--- src/rtl/pwm_bank_pkg.sv ---
package pwm_bank_pkg;
  localparam int unsigned DATA_W   = 32;
  localparam int unsigned WIN_LOG2 = 5;   // 0x20-byte window per channel

  // word offset inside a channel window (address bits 4..2)
  typedef enum logic [2:0] {
    SEL_PERIOD = 3'd0,
    SEL_DUTY   = 3'd1,
    SEL_AUX    = 3'd2,
    SEL_CTRL   = 3'd3
  } reg_sel_e;

  localparam int unsigned RUN_BIT    = 0;
  localparam int unsigned INVERT_BIT = 1;
  localparam int unsigned REPEAT_BIT = 2;
  localparam int unsigned CTRL_W     = 3;

  typedef struct packed {
    logic repeat_on;
    logic invert;
    logic run;
  } ctrl_t;
endpackage

--- src/rtl/pwm_bank_decode.sv ---
module pwm_bank_decode
  import pwm_bank_pkg::*;
#(
  parameter int unsigned NCH    = 4,
  parameter int unsigned ADDR_W = 8,
  localparam int unsigned CH_W  = ADDR_W - WIN_LOG2
) (
  input  logic [ADDR_W-1:0] addr,
  output logic [CH_W-1:0]   dec_ch,
  output reg_sel_e          dec_sel,
  output logic              dec_hit
);
  logic ch_ok;

  always_comb begin
    dec_ch  = addr[ADDR_W-1:WIN_LOG2];
    dec_sel = reg_sel_e'(addr[WIN_LOG2-1:2]);
    ch_ok   = ({1'b0, dec_ch} < (CH_W+1)'(NCH));
    // upper half of each window (bit 4 set) holds no register
    dec_hit = ch_ok && !addr[WIN_LOG2-1];
  end
endmodule

--- src/rtl/pwm_bank_regs.sv ---
module pwm_bank_regs
  import pwm_bank_pkg::*;
#(
  parameter int unsigned NCH    = 4,
  parameter int unsigned ADDR_W = 8,
  localparam int unsigned CH_W  = ADDR_W - WIN_LOG2
) (
  input  logic                         clk,
  input  logic                         rst,
  input  logic                         acc_valid,
  input  logic                         acc_write,
  input  logic [CH_W-1:0]              acc_ch,
  input  reg_sel_e                     acc_sel,
  input  logic                         acc_hit,
  input  logic [DATA_W-1:0]            acc_wdata,
  output logic [DATA_W-1:0]            acc_rdata,
  output logic [NCH-1:0][DATA_W-1:0]   shd_period,
  output logic [NCH-1:0][DATA_W-1:0]   shd_duty,
  output ctrl_t [NCH-1:0]              ctrl,
  output logic [NCH-1:0]               refresh
);
  logic [NCH-1:0][DATA_W-1:0] aux_q;
  logic [DATA_W-1:0]          rd_mux;
  logic                       wr_en;
  logic                       rd_en;

  assign wr_en = acc_valid && acc_write && acc_hit;
  assign rd_en = acc_valid && !acc_write;

  for (genvar c = 0; c < NCH; c++) begin : g_ch
    logic sel_me;
    assign sel_me = wr_en && (acc_ch == CH_W'(c));

    always_ff @(posedge clk) begin
      if (rst) begin
        shd_period[c] <= '0;
        shd_duty[c]   <= '0;
        aux_q[c]      <= '0;
        ctrl[c]       <= '0;
        refresh[c]    <= 1'b0;
      end else begin
        refresh[c] <= sel_me && (acc_sel == SEL_CTRL) && acc_wdata[RUN_BIT];
        if (sel_me) begin
          case (acc_sel)
            SEL_PERIOD: shd_period[c] <= acc_wdata;
            SEL_DUTY:   shd_duty[c]   <= acc_wdata;
            SEL_AUX:    aux_q[c]      <= acc_wdata;
            SEL_CTRL:   ctrl[c]       <= ctrl_t'(acc_wdata[CTRL_W-1:0]);
            default:    ;
          endcase
        end
      end
    end
  end

  always_comb begin
    rd_mux = '0;
    for (int c = 0; c < NCH; c++) begin
      if (acc_hit && acc_ch == CH_W'(c)) begin
        case (acc_sel)
          SEL_PERIOD: rd_mux = shd_period[c];
          SEL_DUTY:   rd_mux = shd_duty[c];
          SEL_AUX:    rd_mux = aux_q[c];
          SEL_CTRL:   rd_mux = {{(DATA_W-CTRL_W){1'b0}}, ctrl[c]};
          default:    rd_mux = '0;
        endcase
      end
    end
  end

  always_ff @(posedge clk) begin
    if (rst)        acc_rdata <= '0;
    else if (rd_en) acc_rdata <= rd_mux;
  end
endmodule

--- src/rtl/pwm_bank_chan.sv ---
module pwm_bank_chan
  import pwm_bank_pkg::*;
#(
  parameter int unsigned CNT_W = 32
) (
  input  logic             clk,
  input  logic             rst,
  input  ctrl_t            ctrl,
  input  logic             refresh,
  input  logic [CNT_W-1:0] shd_period,
  input  logic [CNT_W-1:0] shd_duty,
  output logic             running,
  output logic             pin
);
  logic [CNT_W-1:0] cnt_q;
  logic [CNT_W-1:0] per_q;
  logic [CNT_W-1:0] duty_q;
  logic             pend_q;
  logic             wrap;
  logic             swap;
  logic             active;

  // 33-bit compare keeps a period of 0 or all-ones free of overflow
  assign wrap   = ({1'b0, cnt_q} + 1'b1) >= {1'b0, per_q};
  assign swap   = pend_q || refresh;
  assign active = (duty_q != '0) && (cnt_q < duty_q);

  always_ff @(posedge clk) begin
    if (rst) begin
      running <= 1'b0;
      cnt_q   <= '0;
      per_q   <= '0;
      duty_q  <= '0;
      pend_q  <= 1'b0;
    end else if (!ctrl.run) begin
      running <= 1'b0;
      cnt_q   <= '0;
      pend_q  <= 1'b0;
    end else if (!running) begin
      if (refresh) begin
        running <= 1'b1;
        cnt_q   <= '0;
        per_q   <= shd_period;
        duty_q  <= shd_duty;
        pend_q  <= 1'b0;
      end
    end else if (wrap) begin
      cnt_q <= '0;
      if (swap) begin
        per_q  <= shd_period;
        duty_q <= shd_duty;
        pend_q <= 1'b0;
      end else if (!ctrl.repeat_on) begin
        running <= 1'b0;
      end
    end else begin
      cnt_q <= cnt_q + 1'b1;
      if (refresh) pend_q <= 1'b1;
    end
  end

  always_ff @(posedge clk) begin
    if (rst) pin <= 1'b0;
    else     pin <= (running && active) ^ ctrl.invert;
  end
endmodule

--- src/rtl/pwm_bank.sv ---
module pwm_bank
  import pwm_bank_pkg::*;
#(
  parameter int unsigned NCH    = 4,
  parameter int unsigned ADDR_W = 8
) (
  input  logic                clk,
  input  logic                rst,
  input  logic                bus_valid,
  input  logic                bus_write,
  input  logic [ADDR_W-1:0]   bus_addr,
  input  logic [DATA_W-1:0]   bus_wdata,
  output logic [DATA_W-1:0]   bus_rdata,
  output logic [NCH-1:0]      pwm_out
);
  localparam int unsigned CH_W = ADDR_W - WIN_LOG2;

  logic [CH_W-1:0]            dec_ch;
  reg_sel_e                   dec_sel;
  logic                       dec_hit;
  logic [NCH-1:0][DATA_W-1:0] shd_period;
  logic [NCH-1:0][DATA_W-1:0] shd_duty;
  ctrl_t [NCH-1:0]            ctrl;
  logic [NCH-1:0]             ch_refresh;
  logic [NCH-1:0]             ch_run;
  logic [NCH-1:0]             ch_en;
  logic [NCH-1:0]             ch_pol;

  pwm_bank_decode #(.NCH(NCH), .ADDR_W(ADDR_W)) u_dec (
    .addr    (bus_addr),
    .dec_ch  (dec_ch),
    .dec_sel (dec_sel),
    .dec_hit (dec_hit)
  );

  pwm_bank_regs #(.NCH(NCH), .ADDR_W(ADDR_W)) u_regs (
    .clk        (clk),
    .rst        (rst),
    .acc_valid  (bus_valid),
    .acc_write  (bus_write),
    .acc_ch     (dec_ch),
    .acc_sel    (dec_sel),
    .acc_hit    (dec_hit),
    .acc_wdata  (bus_wdata),
    .acc_rdata  (bus_rdata),
    .shd_period (shd_period),
    .shd_duty   (shd_duty),
    .ctrl       (ctrl),
    .refresh    (ch_refresh)
  );

  for (genvar c = 0; c < NCH; c++) begin : g_chan
    assign ch_en[c]  = ctrl[c].run;
    assign ch_pol[c] = ctrl[c].invert;

    pwm_bank_chan #(.CNT_W(DATA_W)) u_chan (
      .clk        (clk),
      .rst        (rst),
      .ctrl       (ctrl[c]),
      .refresh    (ch_refresh[c]),
      .shd_period (shd_period[c]),
      .shd_duty   (shd_duty[c]),
      .running    (ch_run[c]),
      .pin        (pwm_out[c])
    );
  end
endmodule

--- config.mk ---
export PLATFORM = sky130hd
export DESIGN_NAME = pwm_bank
export DESIGN_NICKNAME = d
export VERILOG_FILES = /design/src/rtl/pwm_bank_pkg.sv /design/src/rtl/pwm_bank_decode.sv /design/src/rtl/pwm_bank_regs.sv /design/src/rtl/pwm_bank_chan.sv /design/src/rtl/pwm_bank.sv
export SDC_FILE = /design/constraint.sdc
export NUM_CORES = 2
export LEC_CHECK = 0
export ABC_AREA = 1
export ABC_CLOCK_PERIOD_IN_PS = 3800
export BUFFER_PORTS_ARGS = -buffer_cell sky130_fd_sc_hd__buf_4
export CORE_MARGIN = 3
export CORE_UTILIZATION = 50
export DETAILED_ROUTE_END_ITERATION = 16
export GPL_ROUTABILITY_DRIVEN = 0
export PLACE_DENSITY = 0.71
export SLEW_MARGIN = 25
export SYNTH_ARGS = -nofsm -noshare
export SYNTH_HDL_FRONTEND = slang
export SYNTH_SLANG_ARGS = --single-unit
--- constraint.sdc ---
create_clock -name clk -period 3.8 [get_ports clk]
set_clock_uncertainty 0.2 [all_clocks]
set_input_delay 0.76 -clock clk [delete_from_list [all_inputs] [get_ports clk]]
set_output_delay 0.76 -clock clk [all_outputs]
set_load 0.05 [all_outputs]
After elaboration in Yosys (flattened, before gate mapping)
Cells that the tools add are included.

Memories: 0. ROM bits: 0. Register bits after elaboration: 828. Output and inout bits: 36. Word-level logic and storage cells: 264. Memory bits (writable): 0. Input port bits: 44. Latch bits: 0.

Div/mod/pow operators: 0. Reduce and logical (&&, ||, !) cells: 76. Shifts and indexed selects: 0. Multipliers: 0. Bitwise operators: 8. Multiplexer cells: 92. Eq/ne operators: 18. Order comparisons: 9. Add/sub/neg operators: 8.

Operator list (count): $mux W32 (48); $pmux W32 S4 (4); $add A32 B1 Y33 const B (4); $ge A33 B32 Y1 (4); $add A32 B1 Y32 const B (4); $lt A32 B32 Y1 (4); $reduce_bool A32 Y1 (4); $mux W1 (40); $reduce_and A2 Y1 (16); $logic_and A1 B1 Y1 (28); $ne A2 B2 Y1 const B (8); $reduce_and A4 Y1 (4); $reduce_bool A2 Y1 (8); $eq A3 B2 Y1 const B (4); $ne A3 B3 Y1 const B (4); $reduce_and A3 Y1 (4); $reduce_or A2 Y1 (4); $eq A3 B1 Y1 const B (2); $logic_not A3 Y1 (2); $logic_or A1 B1 Y1 (4); $not A1 Y1 (4); $xor A1 B1 Y1 (4); $lt A3 B3 Y1 const B (1); $logic_not A1 Y1 (2).

Logic depth before layout (Yosys ltp)
Depth in word-level cells: 7. Gate-level depth with buffers: 26. Gate-level depth less buffers: 24.

Cells and area by module
A second synthesis with hierarchy kept.

Cells, all modules: 6861. Area, all modules: 45837.7 µm².

Modules (own cells, without submodules): pwm_bank_chan at g_chan[0].u_chan ... (sequential area each 1981.9 µm², times used 3, area each 6732.7 µm², cells each 1032); pwm_bank_regs (sequential area each 8648.3 µm², times used 1, area each 18580.3 µm², cells each 2710); pwm_bank_chan at g_chan[3].u_chan (sequential area each 1981.9 µm², times used 1, area each 7010.5 µm², cells each 1048); pwm_bank_decode (sequential area each 0.0 µm², times used 1, area each 48.8 µm², cells each 7).

Least setup slack after synthesis
Ideal clock, no wire load.

Kind: flip-flop to flip-flop. Start point: register g_chan[2].u_chan.cnt_q[1]. End point: register g_chan[2].u_chan.duty_q[0]. Arrival: 3025 ps. Cell stages (with the launch flop): 25. Path slack: 460 ps. Clock period less this slack: 3340 ps. Buffers on the path: 2. Library setup time: 115 ps. Data required time: 3485 ps. Cells stage by stage: dfxtp_1 ha_1 nand2_1 nor2_2 nand2_2 inv_1 nand2_1 nor2_1 nand2_1 o21ai_0 nand2_1 ha_1 nand2_1 nor2_1 inv_1 nor2_1 nand4_1 nor2_1 nor2_1 nand4_1 buf_2 buf_2 nand3_1 nand2_1 nor2_1.

Longest elaborated chain between the ends: 4.

Ends and longest elaborated chain: start: declaration (RTL line pwm_bank_chan.sv:15) `logic [CNT_W-1:0] cnt_q;`; start signal: assignment (RTL line pwm_bank_chan.sv:57) `cnt_q <= cnt_q + 1'b1;`; $add A32 B1 Y33 (RTL line pwm_bank_chan.sv:24) `assign wrap = ({1'b0, cnt_q} + 1'b1) >= {1'b0, per_q};`; $ge A33 B32 Y1 (RTL line pwm_bank_chan.sv:24); $ne A2 B2 Y1 (no source line); $reduce_and A4 Y1 (no source line); end signal: assignment (RTL line pwm_bank_chan.sv:44) `duty_q <= shd_duty;`; end signal: assignment (RTL line pwm_bank_chan.sv:51) `duty_q <= shd_duty;`; end: declaration (RTL line pwm_bank_chan.sv:17) `logic [CNT_W-1:0] duty_q;`.

Every way passes these cells. A chain may end at the register's enable or synchronous reset.

Worst setup path after layout
Start point: register g_chan[2].u_chan.cnt_q[0]. End point: register g_chan[2].u_chan.per_q[19].

Longest elaborated chain between the ends: 4.

Ends and longest elaborated chain: $add A32 B1 Y33 (RTL line pwm_bank_chan.sv:24); $ge A33 B32 Y1 (RTL line pwm_bank_chan.sv:24); $ne A2 B2 Y1 (no source line); $reduce_and A4 Y1 (no source line); end signal: assignment (RTL line pwm_bank_chan.sv:43) `per_q <= shd_period;`; end signal: assignment (RTL line pwm_bank_chan.sv:50) `per_q <= shd_period;`; end: declaration (RTL line pwm_bank_chan.sv:16) `logic [CNT_W-1:0] per_q;`.

Every way passes these cells.

==> impl_metrics.csv <==
group,metric,value,unit
cts,cts_buffers,90,
placement,preCtsSetupSlack,0.0399,ns
floorplan,pin_count,80,
cells_and_area,multiInputGateArea,22500,um2
routing,firstDrtPassIters,9,
floorplan,core,85500,um2
floorplan,initial_core_util,50.7,%
worst_setup_path,arrival,4.00,ns
synthesis,ys_warn_count,0,
timing,fin_crit,3.66,ns
power,clockPowerShare,50.5,%
routing,vias,41700,
floorplan,fp.dieW,300,um
global_routing,grt_pass1_vias,37400,
worst_setup_path,criticalPathCategory,"register to register",
cts,htree_levels,3,
synthesis,synth_top_area_cell,"dfxtp_1",
min_path,hold_path.class,"register to register",
status,status,"complete, no violations",
placement,place_hpwl,94600,um
cts,cts_tree,"done",
synthesis,ys_top_cells_by_count,"nand2_1, a21oi_1, dfxtp_1",
cells_and_area,seq_area,16600,um2
power,power.share.combinational,3.6,%
cts,worst_skew_pair.late_latency,0.66,ns
cells_and_area,final_cell_area,49400,um2
power,power_switching,4.36,mW
synthesis,synth_most_common_cell,"nand2_1",
global_routing,grt_use_total,29.0,%
timing,hold_viol,0,
worst_setup_path,start_kind,"register",
power,worst_ir_drop_vdd,303,uV
cts,cts_root_buf,"clkbuf_16",
synthesis,syn_nets,6539,
routing,ant_nets,0,
synthesis,syn_inst,6239,
global_routing,grt-ovfl-total,0,
cells_and_area,finalNetCount,6494,
routing,wl_per_cell,18.5,um
floorplan,fp.dieArea,90300,um2
timing,clock.fmax,273,MHz
worst_setup_path,worst_setup_path_end_kind,"register",
synthesis,yosys.cell_types.count,45,
global_routing,grt_max_degree,168,
timing,slew_headroom,29.9,%
cts,clockBufferDepth,3,
cts,clock-sinks,828,
timing,tightest_slew,1.05,ns
timing,maxSlewViolCount,0,
synthesis,synth_area,43300,um2
cts,path_clk_slew,0.06,ns
power,switching_share,22.9,%
synthesis,synthFlopType,"dfxtp_1",
cts,cts_hold_buf,0,
floorplan,die_y,300,um
routing,routed_wl,137000,um
routing,drt_iter0_drc,4270,
routing,via_per_inst,5.63,
cells_and_area,drive_gt1_share,9.00,%
timing,layout_setup_ws,0.136,ns
synthesis,synth_top_cells_by_area,"dfxtp_1, a21oi_1, nand2_1",
synthesis,ys_seq_area_share,38.2,%
timing,setup_violations,0,
cells_and_area,syn_to_final_growth,13.9,%
synthesis,async_flop_share,0,%
power,seqPwrFrac,45.8,%
timing,timing.final.crit_share,96.4,%
worst_setup_path,required,4.14,ns
power,internal_power,14.7,mW
synthesis,avgSynthCellArea,6.95,um2
global_routing,antenna_found_initial,4,
synthesis,synth.top_cell.area_share,38.2,%
synthesis,synth_edf_count,0,
synthesis,synth-seq-cells,828,
cells_and_area,fill_cells,7965,
global_routing,grt_pass1_wl,210000,um
placement,portBuffers,77,
worst_setup_path,r2r_cells,22,
power,p_leak,19.6,nW
floorplan,fp-row-count,107,
placement,placed_area,45300,um2
routing,drc,0,
min_path,whs_path_depth,2,
power,powerDensity,385,nW/um2
power,power,19.0,mW
worst_setup_path,path_max_fanout,24,
flow_run,drv_cap,0,
[metrics by stage]
stage	cells	hold WS [ns]	util [%]	TNS, ns
2_1_floorplan	6239	0.225	-	0
3_3_place_gp	7218	0.239	53.0	0
3_5_place_dp	7218	0.245	53.0	0
4_1_cts	7384	0.254	56.8	0
5_1_grt	7412	0.272	57.7	-0.775
6_report	7414	0.255	57.7	0
[path summary, 6_finish.rpt]
path | from | endpoint | slack, ns
setup reg to reg | g_chan[2].u_chan.cnt_q[0]$_SDFFE_PP0N_ | g_chan[2].u_chan.per_q[19]$_SDFFE_PP0P_ | 0.14
setup / recovery | g_chan[2].u_chan.cnt_q[0]$_SDFFE_PP0N_ | g_chan[2].u_chan.per_q[19]$_SDFFE_PP0P_ | 0.14
hold / removal | u_regs.aux_q[33]$_SDFFE_PP0P_ | u_regs.aux_q[33]$_SDFFE_PP0P_ | 0.26
hold reg to reg | u_regs.aux_q[33]$_SDFFE_PP0P_ | u_regs.aux_q[33]$_SDFFE_PP0P_ | 0.26
[cells by family (layout without fill, tap and decap cells)]
logic type	after synthesis	count (layout)	synth area share, %
other	0	2	0
adder cells (fa/ha/maj)	256	256	7.39
flip-flops	828	828	38.2
XOR/XNOR	106	106	2.14
AND/OR/NAND/NOR	2280	2280	22.2
AO/OA/AOI/OAI	1565	1565	19.2
buffers and inverters	1204	1233	10.8
[cell type report]
class                   instances  area share, %
diodes                          2         0.0101
multi-input cells            4207           45.6
well taps                    1144           2.90
flip-flops and latches        828           33.6
clock inverters                37           1.09
inverters                     790           6.02
repair buffers                277           5.23
clock buffers                 129           5.49
[critical path, cell delays in order, from the launching register on]
cell and delay, ns:
dfxtp_1 0.34, buf_4 0.15, nand3_1 0.09, nor2_1 0.22, inv_1 0.12, nor2_1 0.25, nand2_1 0.11, xor2_1 0.14
inv_1 0.09, ha_1 0.29, nand2_1 0.10, nor2_2 0.06, buf_4 0.13, nand2_1 0.05, nor2_1 0.04, a21oi_1 0.14
nand2_1 0.08, nor2_1 0.10, nand4_1 0.23, buf_12 0.24, buf_12 0.15, a21oi_1 0.16, nor2_1 0.08
[per-layer routing]
layer  vias to the layer above  share of wire [%]  global-route usage (%)
li1                      20500                  -                       -
met1                     19300                 43                    39.9
met2                      1617                 44                    44.5
met3                       270                8.7                    5.07
met4                         0                4.7                    13.3
met5                         -                  0                       0
[cell usage in the layout (no fill, tap or decap), drive strengths merged]
master / count
nor3b: 3
o21ai: 524
nor3: 55
o211ai: 6
xor2: 77
o21bai: 4
nand3: 314
nor4: 13
nand3b: 5
a21o: 3
clkinv: 22
nor4b: 2
dfxtp: 828
xnor2: 29
o221ai: 79
o2111ai: 2
nand4: 180
diode: 2
a21oi: 847
or2: 2
a41oi: 1
a31oi: 32
ha: 256
o22ai: 55
clkinvlp: 5
and3: 2
buf: 269
nand2: 995
a21boi: 1
nor2: 708
a211oi: 6
a22oi: 1
clkbuf: 137
inv: 788
and2: 1
o21a: 4
bufinv: 12
[flip-flops by register name, summed over array words and instances, names as in the netlist]
| signal | cells |
|---|---|
| g_chan.u_chan.cnt_q | 128 |
| g_chan.u_chan.duty_q | 128 |
| g_chan.u_chan.per_q | 128 |
| u_regs.aux_q | 128 |
| u_regs.shd_duty | 128 |
| u_regs.shd_period | 128 |
| u_regs.acc_rdata | 32 |
| u_regs.ctrl | 12 |
| g_chan.u_chan.pend_q | 4 |
| g_chan.u_chan.pin | 4 |
| g_chan.u_chan.running | 4 |
| u_regs.refresh | 4 |
[power by group through the flow]
stage | registers (mW) | logic [mW] | clock network [mW]
finish | 8.72 | 0.692 | 9.61
global route | 8.72 | 0.737 | 10.1
CTS | 8.72 | 0.677 | 9.67
detailed placement | 8.92 | 0.674 | 0
global placement | 8.92 | 0.668 | 0
floorplan | 8.97 | 0.333 | 0
[repair_timing]
item / in CTS / in global routing
setup buffers: 0 / 19
gates resized for setup: 0 / 112
setup endpoints to repair: 0 / 357
(Power assumes the default switching activity.)
